==> src/rtl/blkdma_pkg.sv <==
package blkdma_pkg;
  localparam int ADDR_W    = 32;
  localparam int BUS_BYTES = 4;

  typedef enum logic [1:0] {ST_IDLE, ST_RD, ST_WR} dma_state_e;

  typedef struct packed {
    logic [2:0] burst;
    logic       fixed;
    logic [1:0] width;
  } side_cfg_t;

  // log2 of burst beat count for a burst code
  function automatic int unsigned burst_log(logic [2:0] code, int unsigned cap);
    int unsigned r;
    case (code)
      3'd2:    r = 2;
      3'd3:    r = 3;
      3'd4:    r = 4;
      default: r = 0;
    endcase
    return (r > cap) ? cap : r;
  endfunction

  // log2 of the bytes one burst of this side spans
  function automatic int unsigned side_span(side_cfg_t c, int unsigned cap);
    return int'(c.width) + burst_log(c.burst, cap);
  endfunction

  function automatic logic [ADDR_W-1:0] beat_addr(logic [ADDR_W-1:0] base, logic fixed,
                                                  logic [31:0] idx, logic [1:0] wlog);
    return fixed ? base : base + (idx << wlog);
  endfunction

  function automatic logic xfer_ok(logic [31:0] len, side_cfg_t s, side_cfg_t d);
    logic [1:0]  wmax;
    logic [31:0] mask;
    wmax = (s.width > d.width) ? s.width : d.width;
    mask = (32'd1 << wmax) - 32'd1;
    return (len != 32'd0) && (s.width != 2'd3) && (d.width != 2'd3) && ((len & mask) == 32'd0);
  endfunction
endpackage

==> src/rtl/blkdma_regs.sv <==
module blkdma_regs
  import blkdma_pkg::*;
#(
  parameter int LEN_W = 16
) (
  input  logic              clk,
  input  logic              rst_n,
  input  logic              reg_wr,
  input  logic [5:0]        reg_addr,
  input  logic [31:0]       reg_wdata,
  output logic [31:0]       reg_rdata,
  input  logic              busy,
  input  logic              fin,
  input  logic              fail,
  output logic              go,
  output logic              reject,
  output logic              done_q,
  output logic              err_q,
  output logic [ADDR_W-1:0] src_addr_q,
  output logic [ADDR_W-1:0] dst_addr_q,
  output side_cfg_t         src_cfg_q,
  output side_cfg_t         dst_cfg_q,
  output logic [LEN_W-1:0]  len_q
);
  localparam logic [5:0] OFF_SRC = 6'h00, OFF_SCFG = 6'h04, OFF_DST = 6'h08, OFF_DCFG = 6'h0C;
  localparam logic [5:0] OFF_LEN = 6'h14, OFF_CMD = 6'h18, OFF_STAT = 6'h1C, OFF_DIR = 6'h20;

  logic dir_q;
  logic cmd_wr, start_req, clr_err, clr_done, cfg_good;

  assign cmd_wr    = reg_wr && (reg_addr == OFF_CMD);
  assign start_req = cmd_wr && reg_wdata[0] && !busy;
  assign clr_err   = cmd_wr && reg_wdata[16];
  assign clr_done  = cmd_wr && reg_wdata[18];
  assign cfg_good  = xfer_ok(32'(len_q), src_cfg_q, dst_cfg_q);
  assign go        = start_req && cfg_good;
  assign reject    = start_req && !cfg_good;

  function automatic side_cfg_t unpack_cfg(logic [31:0] w);
    side_cfg_t c;
    c.burst = w[18:16];
    c.fixed = w[8];
    c.width = w[1:0];
    return c;
  endfunction

  function automatic logic [31:0] pack_cfg(side_cfg_t c);
    return {13'd0, c.burst, 7'd0, c.fixed, 6'd0, c.width};
  endfunction

  always_ff @(posedge clk or negedge rst_n) begin
    if (!rst_n) begin
      src_addr_q <= '0;
      dst_addr_q <= '0;
      src_cfg_q  <= '0;
      dst_cfg_q  <= '0;
      len_q      <= '0;
      dir_q      <= 1'b0;
    end else if (reg_wr) begin
      case (reg_addr)
        OFF_SRC:  src_addr_q <= reg_wdata;
        OFF_SCFG: src_cfg_q  <= unpack_cfg(reg_wdata);
        OFF_DST:  dst_addr_q <= reg_wdata;
        OFF_DCFG: dst_cfg_q  <= unpack_cfg(reg_wdata);
        OFF_LEN:  len_q      <= reg_wdata[LEN_W-1:0];
        OFF_DIR:  dir_q      <= reg_wdata[0];
        default:  ;
      endcase
    end
  end

  always_ff @(posedge clk or negedge rst_n) begin
    if (!rst_n) begin
      done_q <= 1'b0;
      err_q  <= 1'b0;
    end else if (go) begin
      done_q <= 1'b0;
      err_q  <= 1'b0;
    end else begin
      if (clr_err)  err_q  <= 1'b0;
      if (clr_done) done_q <= 1'b0;
      if (fin)      done_q <= 1'b1;
      if (fail || reject) begin
        done_q <= 1'b1;
        err_q  <= 1'b1;
      end
    end
  end

  always_comb begin
    case (reg_addr)
      OFF_SRC:  reg_rdata = src_addr_q;
      OFF_SCFG: reg_rdata = pack_cfg(src_cfg_q);
      OFF_DST:  reg_rdata = dst_addr_q;
      OFF_DCFG: reg_rdata = pack_cfg(dst_cfg_q);
      OFF_LEN:  reg_rdata = 32'(len_q);
      OFF_STAT: reg_rdata = {13'd0, done_q, busy, err_q, 16'd0};
      OFF_DIR:  reg_rdata = {31'd0, dir_q};
      default:  reg_rdata = 32'd0;
    endcase
  end
endmodule

==> src/rtl/blkdma_engine.sv <==
module blkdma_engine
  import blkdma_pkg::*;
#(
  parameter int LEN_W         = 16,
  parameter int MAX_BURST_LOG = 4
) (
  input  logic              clk,
  input  logic              rst_n,
  input  logic              go,
  input  logic [ADDR_W-1:0] src_base,
  input  logic [ADDR_W-1:0] dst_base,
  input  side_cfg_t         src_cfg,
  input  side_cfg_t         dst_cfg,
  input  logic [LEN_W-1:0]  len,
  output logic              busy,
  output logic              fin,
  output logic              fail,
  output logic              mem_req_valid,
  input  logic              mem_req_ready,
  output logic              mem_req_write,
  output logic [ADDR_W-1:0] mem_req_addr,
  output logic [31:0]       mem_req_wdata,
  output logic [3:0]        mem_req_strb,
  input  logic              mem_rsp_valid,
  input  logic [31:0]       mem_rsp_rdata,
  input  logic              mem_rsp_err
);
  localparam int BUF_LOG   = MAX_BURST_LOG + 2;
  localparam int BUF_BYTES = 1 << BUF_LOG;
  localparam int CW        = BUF_LOG + 1;

  dma_state_e        state;
  side_cfg_t         scfg, dcfg;
  logic [ADDR_W-1:0] src_cur, dst_cur;
  logic [LEN_W-1:0]  rem, chunk, limit;
  logic [CW-1:0]     iss_cnt, rsp_cnt, nbeats;
  logic [7:0]        buf_q [BUF_BYTES];
  logic [1:0]        cur_wlog;
  logic [ADDR_W-1:0] rsp_addr;
  logic              last_rsp, capture;
  logic [3:0]        cap_en;
  logic [BUF_LOG-1:0] cap_idx [BUS_BYTES];
  int unsigned       span;

  always_comb begin
    span  = side_span(scfg, MAX_BURST_LOG);
    if (side_span(dcfg, MAX_BURST_LOG) > span) span = side_span(dcfg, MAX_BURST_LOG);
    limit = LEN_W'(1) << span;
    chunk = (rem < limit) ? rem : limit;
  end

  assign busy     = (state != ST_IDLE);
  assign cur_wlog = (state == ST_WR) ? dcfg.width : scfg.width;
  assign nbeats   = CW'(chunk >> cur_wlog);
  assign last_rsp = (rsp_cnt == nbeats - CW'(1));

  assign mem_req_valid = busy && (iss_cnt < nbeats);
  assign mem_req_write = (state == ST_WR);
  assign mem_req_addr  = (state == ST_WR) ? beat_addr(dst_cur, dcfg.fixed, 32'(iss_cnt), dcfg.width)
                                          : beat_addr(src_cur, scfg.fixed, 32'(iss_cnt), scfg.width);

  // Lane placement for the outgoing write beat
  always_comb begin
    mem_req_wdata = '0;
    mem_req_strb  = '0;
    for (int l = 0; l < BUS_BYTES; l++) begin
      if ((l >= int'(mem_req_addr[1:0])) && (l < int'(mem_req_addr[1:0]) + (1 << dcfg.width))) begin
        mem_req_strb[l]        = mem_req_write;
        mem_req_wdata[8*l +: 8] = buf_q[BUF_LOG'((int'(iss_cnt) << dcfg.width) + l - int'(mem_req_addr[1:0]))];
      end
    end
  end

  // Lane extraction for the incoming read response
  assign rsp_addr = beat_addr(src_cur, scfg.fixed, 32'(rsp_cnt), scfg.width);
  assign capture  = (state == ST_RD) && mem_rsp_valid && !mem_rsp_err;

  always_comb begin
    for (int l = 0; l < BUS_BYTES; l++) begin
      cap_en[l]  = capture && (l >= int'(rsp_addr[1:0])) &&
                   (l < int'(rsp_addr[1:0]) + (1 << scfg.width));
      cap_idx[l] = BUF_LOG'((int'(rsp_cnt) << scfg.width) + l - int'(rsp_addr[1:0]));
    end
  end

  always_ff @(posedge clk) begin
    for (int l = 0; l < BUS_BYTES; l++) begin
      if (cap_en[l]) buf_q[cap_idx[l]] <= mem_rsp_rdata[8*l +: 8];
    end
  end

  assign fail = busy && mem_rsp_valid && mem_rsp_err;
  assign fin  = (state == ST_WR) && mem_rsp_valid && !mem_rsp_err && last_rsp && (rem == chunk);

  always_ff @(posedge clk or negedge rst_n) begin
    if (!rst_n) begin
      state   <= ST_IDLE;
      scfg    <= '0;
      dcfg    <= '0;
      src_cur <= '0;
      dst_cur <= '0;
      rem     <= '0;
      iss_cnt <= '0;
      rsp_cnt <= '0;
    end else if (state == ST_IDLE) begin
      if (go) begin
        state   <= ST_RD;
        scfg    <= src_cfg;
        dcfg    <= dst_cfg;
        src_cur <= src_base;
        dst_cur <= dst_base;
        rem     <= len;
        iss_cnt <= '0;
        rsp_cnt <= '0;
      end
    end else begin
      if (mem_req_valid && mem_req_ready) iss_cnt <= iss_cnt + CW'(1);
      if (fail) begin
        state <= ST_IDLE;
      end else if (mem_rsp_valid) begin
        rsp_cnt <= rsp_cnt + CW'(1);
        if (last_rsp) begin
          iss_cnt <= '0;
          rsp_cnt <= '0;
          if (state == ST_RD) begin
            state <= ST_WR;
          end else begin
            rem   <= rem - chunk;
            if (!scfg.fixed) src_cur <= src_cur + ADDR_W'(chunk);
            if (!dcfg.fixed) dst_cur <= dst_cur + ADDR_W'(chunk);
            state <= (rem == chunk) ? ST_IDLE : ST_RD;
          end
        end
      end
    end
  end
endmodule

==> src/rtl/blkdma_top.sv <==
module blkdma_top
  import blkdma_pkg::*;
#(
  parameter int LEN_W         = 16,
  parameter int MAX_BURST_LOG = 4
) (
  input  logic        clk,
  input  logic        rst_n,
  input  logic        reg_wr,
  input  logic [5:0]  reg_addr,
  input  logic [31:0] reg_wdata,
  output logic [31:0] reg_rdata,
  output logic        mem_req_valid,
  input  logic        mem_req_ready,
  output logic        mem_req_write,
  output logic [31:0] mem_req_addr,
  output logic [31:0] mem_req_wdata,
  output logic [3:0]  mem_req_strb,
  input  logic        mem_rsp_valid,
  input  logic [31:0] mem_rsp_rdata,
  input  logic        mem_rsp_err
);
  // Named internal events, visible to the bound checker
  logic              eng_busy, ev_fin, ev_fail, ev_go, ev_reject, done_flag, err_flag;
  logic [ADDR_W-1:0] src_addr, dst_addr;
  side_cfg_t         src_cfg, dst_cfg;
  logic [LEN_W-1:0]  len;

  blkdma_regs #(.LEN_W(LEN_W)) u_regs (
    .clk(clk), .rst_n(rst_n), .reg_wr(reg_wr), .reg_addr(reg_addr),
    .reg_wdata(reg_wdata), .reg_rdata(reg_rdata),
    .busy(eng_busy), .fin(ev_fin), .fail(ev_fail),
    .go(ev_go), .reject(ev_reject), .done_q(done_flag), .err_q(err_flag),
    .src_addr_q(src_addr), .dst_addr_q(dst_addr),
    .src_cfg_q(src_cfg), .dst_cfg_q(dst_cfg), .len_q(len)
  );

  blkdma_engine #(.LEN_W(LEN_W), .MAX_BURST_LOG(MAX_BURST_LOG)) u_eng (
    .clk(clk), .rst_n(rst_n), .go(ev_go),
    .src_base(src_addr), .dst_base(dst_addr),
    .src_cfg(src_cfg), .dst_cfg(dst_cfg), .len(len),
    .busy(eng_busy), .fin(ev_fin), .fail(ev_fail),
    .mem_req_valid(mem_req_valid), .mem_req_ready(mem_req_ready),
    .mem_req_write(mem_req_write), .mem_req_addr(mem_req_addr),
    .mem_req_wdata(mem_req_wdata), .mem_req_strb(mem_req_strb),
    .mem_rsp_valid(mem_rsp_valid), .mem_rsp_rdata(mem_rsp_rdata),
    .mem_rsp_err(mem_rsp_err)
  );
endmodule

==> config.mk <==
export PLATFORM = sky130hd
export DESIGN_NAME = blkdma_top
export DESIGN_NICKNAME = d
export VERILOG_FILES = /design/src/rtl/blkdma_pkg.sv /design/src/rtl/blkdma_regs.sv /design/src/rtl/blkdma_engine.sv /design/src/rtl/blkdma_top.sv
export SDC_FILE = /design/constraint.sdc
export NUM_CORES = 2
export LEC_CHECK = 0
export ABC_AREA = 0
export BUFFER_PORTS_ARGS = -buffer_cell sky130_fd_sc_hd__buf_2
export CAP_MARGIN = 20
export CORE_ASPECT_RATIO = 1.25
export CORE_MARGIN = 3
export CORE_UTILIZATION = 40
export DETAILED_ROUTE_END_ITERATION = 8
export PLACE_DENSITY_LB_ADDON = 0.25
export SLEW_MARGIN = 20
export SYNTH_ARGS = -nofsm -noshare
export SYNTH_HDL_FRONTEND = slang
export SYNTH_SLANG_ARGS = --single-unit
export TNS_END_PERCENT = 100
==> constraint.sdc <==
create_clock -name clk -period 8.4 [get_ports clk]
set_input_delay 1.68 -clock clk [delete_from_list [all_inputs] [get_ports clk]]
set_output_delay 1.68 -clock clk [all_outputs]
set_load 0.01 [all_outputs]
==> metrics.md <==
| Metric | Value |
|---|---|
| Status | finished, violations left |
| Failing checks | setup timing |
| Remaining routing DRC violations | 0 |
| Clk Latency, worst-skew pair | 0.77 ns |
| VDD IR max | 0.000415 V |
| Port bufs | between 150 and 200 |
| Period utilization | 101% |
| Clk pin slew, worst setup/hold paths | 0.06 ns |
| Rows | 167 |
| Setup Viol. Count Final | 2 |
| Area Overhead vs Synth | 12.9% |
| Core ar. | between 150000 and 200000 um2 |
| Root buf cell | clkbuf_16 |
| Peak Freq | 0.118 GHz |
| #FFs+latches synth | 715 |
| Final worst slack | -0.0927 ns |
| WP data arrival | roughly 6.8 ns |
| Top cells by area, synth | edfxtp_1 23%, mux4_2 21%, dfrtp_1 7.5%, mux2i_1 7.1%, a21oi_1 6.0% |
| Placed instance count | about 9300 |
| DR iter-0 viols | 10100 |
| Synth unique cells | 94 |
| Final wirelength | 327000 um |
| Critical path's slowest cell | fa_2 |
| Vias in the first global route | 60400 |
| Post-Syn Instances | 7126 |
| Clock period minus worst slack | 8.49 ns |
| CP Launch Type | flop |
| Syn. warnings | 0 |
| DR vias | 64700 |
| CTS tree | built |
| Num Clock Sinks | between 700 and 800 |
| Crit path launch | u_eng.dcfg[4]$_DFFE_PN0P_ |
| Max-slew headroom | around an eighth |
| Total gr overflow | 0 |
| Drt via density | 6.84 |
| Cell Area, Synth | 67300 um2 |
| Antenna-violating nets left | 0 |
| Io pins | 178 |
| Starting density of the core | about two fifths |
| Slew @ Worst Pin | 1.30 ns |
| Layout cell share with drive strength beyond 1 | 23.2% |
| RSZ-0062 raised after global routing | yes |
| Cts hold-fix bufs | 0 |
| Largest net degree at the start of global routing | 99 |
| Non-filler instance count after layout | ~9500 |
| Die width | 373 um |
| Worst Path Max Fanout | 4 |
| Skew final | just under 0.06 ns |
| TritonRoute pass-1 iters | 7 |
| Crit path capture type | output pin |
| Final hold slack | 0.517 ns |
| Max-cap violations | 0 |
| Clock Path Buffers | 3 |
| Min-Delay Startpoint | u_regs.src_cfg_q[2]$_DFFE_PN0P_ |
| Drt wl/cell | 34.5 um |
| Cell taking the most area after synthesis | edfxtp_1 |
| Most instantiated cells after synthesis | 1036 x nand2_1, 808 x nor2_1, 803 x a21oi_1 |
| H-tree levels | 3 |
| FF-to-FF Start | u_eng.dcfg[4]$_DFFE_PN0P_ |
| FFs w/ async S/R, synth | 28.4% |
| Die Y | between 400 and 500 um |
| Initial antenna violation count | 19 |
| Crit Path Class | reg -> out |
| Total Routing Usage GR | 36.5% |
| Final Hold Fails | 0 |
| Setup Total Neg Slack | -0.106 ns |
| Critical path's largest stage delay | just under 0.6 ns |
| Average size of a mapped cell | 9.45 um2 |
| Post-synth top area share | 22.8% |
| First-pass GRT wire length | 456000 um |
| TritonCTS Buffers | 88 |
| Pwr dens | about 360 nW/um2 |
| HPWL after detailed placement | between 200000 and 250000 um |
| LEAKAGE | ~27 nW |
| Die area | 173000 um2 |
| Max-slew violation count | 0 |
| Syn Nets | 7350 |
| Final nets | 7413 |
| Hold Path Class | reg -> reg |
| Register area share after synthesis | 30.4% |
| GPL Wtd Cong | 1.07 |
| Top-count cell post-synth | nand2_1 |
| Post-synth EDFFs | slightly above 500 |
| Worst EP required | roughly 6.7 ns |
| Most common flop cell mapped by yosys | edfxtp_1 |
-- flip-flops by register name, summed over array words and instances, names as in the netlist --
name / cells
u_eng.dcfg: 6
u_eng.rsp_cnt: 7
u_regs.len_q: 16
u_regs.done_q: 1
u_eng.dst_cur: 32
u_eng.state: 2
u_eng.buf_q: 512
u_regs.dst_cfg_q: 6
u_eng.iss_cnt: 7
u_eng.rem: 16
u_regs.src_addr_q: 32
u_regs.src_cfg_q: 6
u_eng.scfg: 6
u_eng.src_cur: 32
u_regs.dst_addr_q: 32
u_regs.dir_q: 1
u_regs.err_q: 1
-- layout make-up --
type	count	area, um2
sequential	715	20500
timing repair buffer	611	4720
tap	2197	2750
multi-input combinational	5623	44600
antenna	15	37.5
clock inverter	51	558
inverter	150	566
fill	15700	90500
clock buffer	109	2360
-- final timing paths --
| kind | cells after the start | slack [ns] | end |
|---|---|---|---|
| setup reg to reg | 49 | -0.01 | u_eng.iss_cnt[1]$_DFFE_PN0P_ |
| setup / recovery | 30 | -0.09 | mem_req_valid |
| hold / removal | 2 | 0.52 | u_eng.scfg[2]$_DFFE_PN0P_ |
| hold reg to reg | 2 | 0.52 | u_eng.scfg[2]$_DFFE_PN0P_ |
| max in group asynchronous | 2 | 5.98 | u_eng.iss_cnt[6]$_DFFE_PN0P_ |
| min in group asynchronous | 1 | 1.00 | u_regs.dst_addr_q[20]$_DFFE_PN0P_ |
-- report_power, final --
| part | leakage, nW | internal (mW) | total [mW] | switching, mW |
|---|---|---|---|---|
| logic | 18.2 | 8.46 | 19.4 | 11.0 |
| registers | 7.31 | 3.92 | 4.14 | 0.229 |
| clock network | 1.42 | 2.28 | 4.03 | 1.75 |
-- routing by layer --
layer | track usage, % | routed length [um] | vias up
met1 | 42.8 | 110000 | 31200
met3 | 11.0 | 42300 | 1352
met2 | 55.4 | 141000 | 5438
li1 | - | - | 26700
met4 | 29.9 | 32800 | 8
met5 | 0.583 | 174 | -
-- critical path, delay by kind of cell (launching register included) --
family | cells | cell delay (ns)
AO/OA/AOI/OAI | 10 | 1.86
AND/OR/NAND/NOR | 10 | 1.55
flip-flops | 1 | 0.39
adder cells (fa/ha/maj) | 5 | 1.60
buffers and inverters | 5 | 0.64
-- repair_timing --
action                                 4_1_cts  5_1_grt
buffers inserted                            33        7
setup endpoints to repair                   23       50
pin swaps                                   34       26
gates resized for setup                     62       44
endpoints found under the hold margin        0        0
gates cloned                                 0        0
-- cells in the final DEF (no fill, tap or decap), types with 55 or more instances in the layout --
master     instances
nand2_1         1033
a21oi_1          799
nor2_1           793
mux4_2           642
o21ai_0          586
edfxtp_1         512
mux2i_1          474
buf_4            419
dfrtp_1          203
mux2_2           160
buf_2            143
nand3_1          141
ha_1             120
inv_1            119
xnor2_1          101
clkbuf_16         90
or4_1             55
-- kinds of logic after synthesis --
logic type,after synthesis,synth area share (%)
AND/OR/NAND/NOR,2291,14.3
AO/OA/AOI/OAI,1741,14.5
XOR/XNOR,155,2.05
adder cells (fa/ha/maj),150,2.98
buffers and inverters,788,4.43
flip-flops,715,30.4
multiplexers,1286,31.4
-- stage by stage --
| stage | util [%] | cell area [um2] | power, mW | setup WS [ns] |
|---|---|---|---|---|
| floorplan | - | 67400 | 15.1 | 0.00131 |
| global placement | 43.3 | 72200 | 22.3 | -0.0172 |
| detailed placement | 43.4 | 72200 | 22.4 | -0.111 |
| CTS | 45.4 | 75700 | 26.6 | -0.258 |
| global route | 45.6 | 76000 | 28.1 | -0.424 |
| finish | 45.6 | 76000 | 27.6 | -0.0927 |
(Power assumes the default switching activity.)
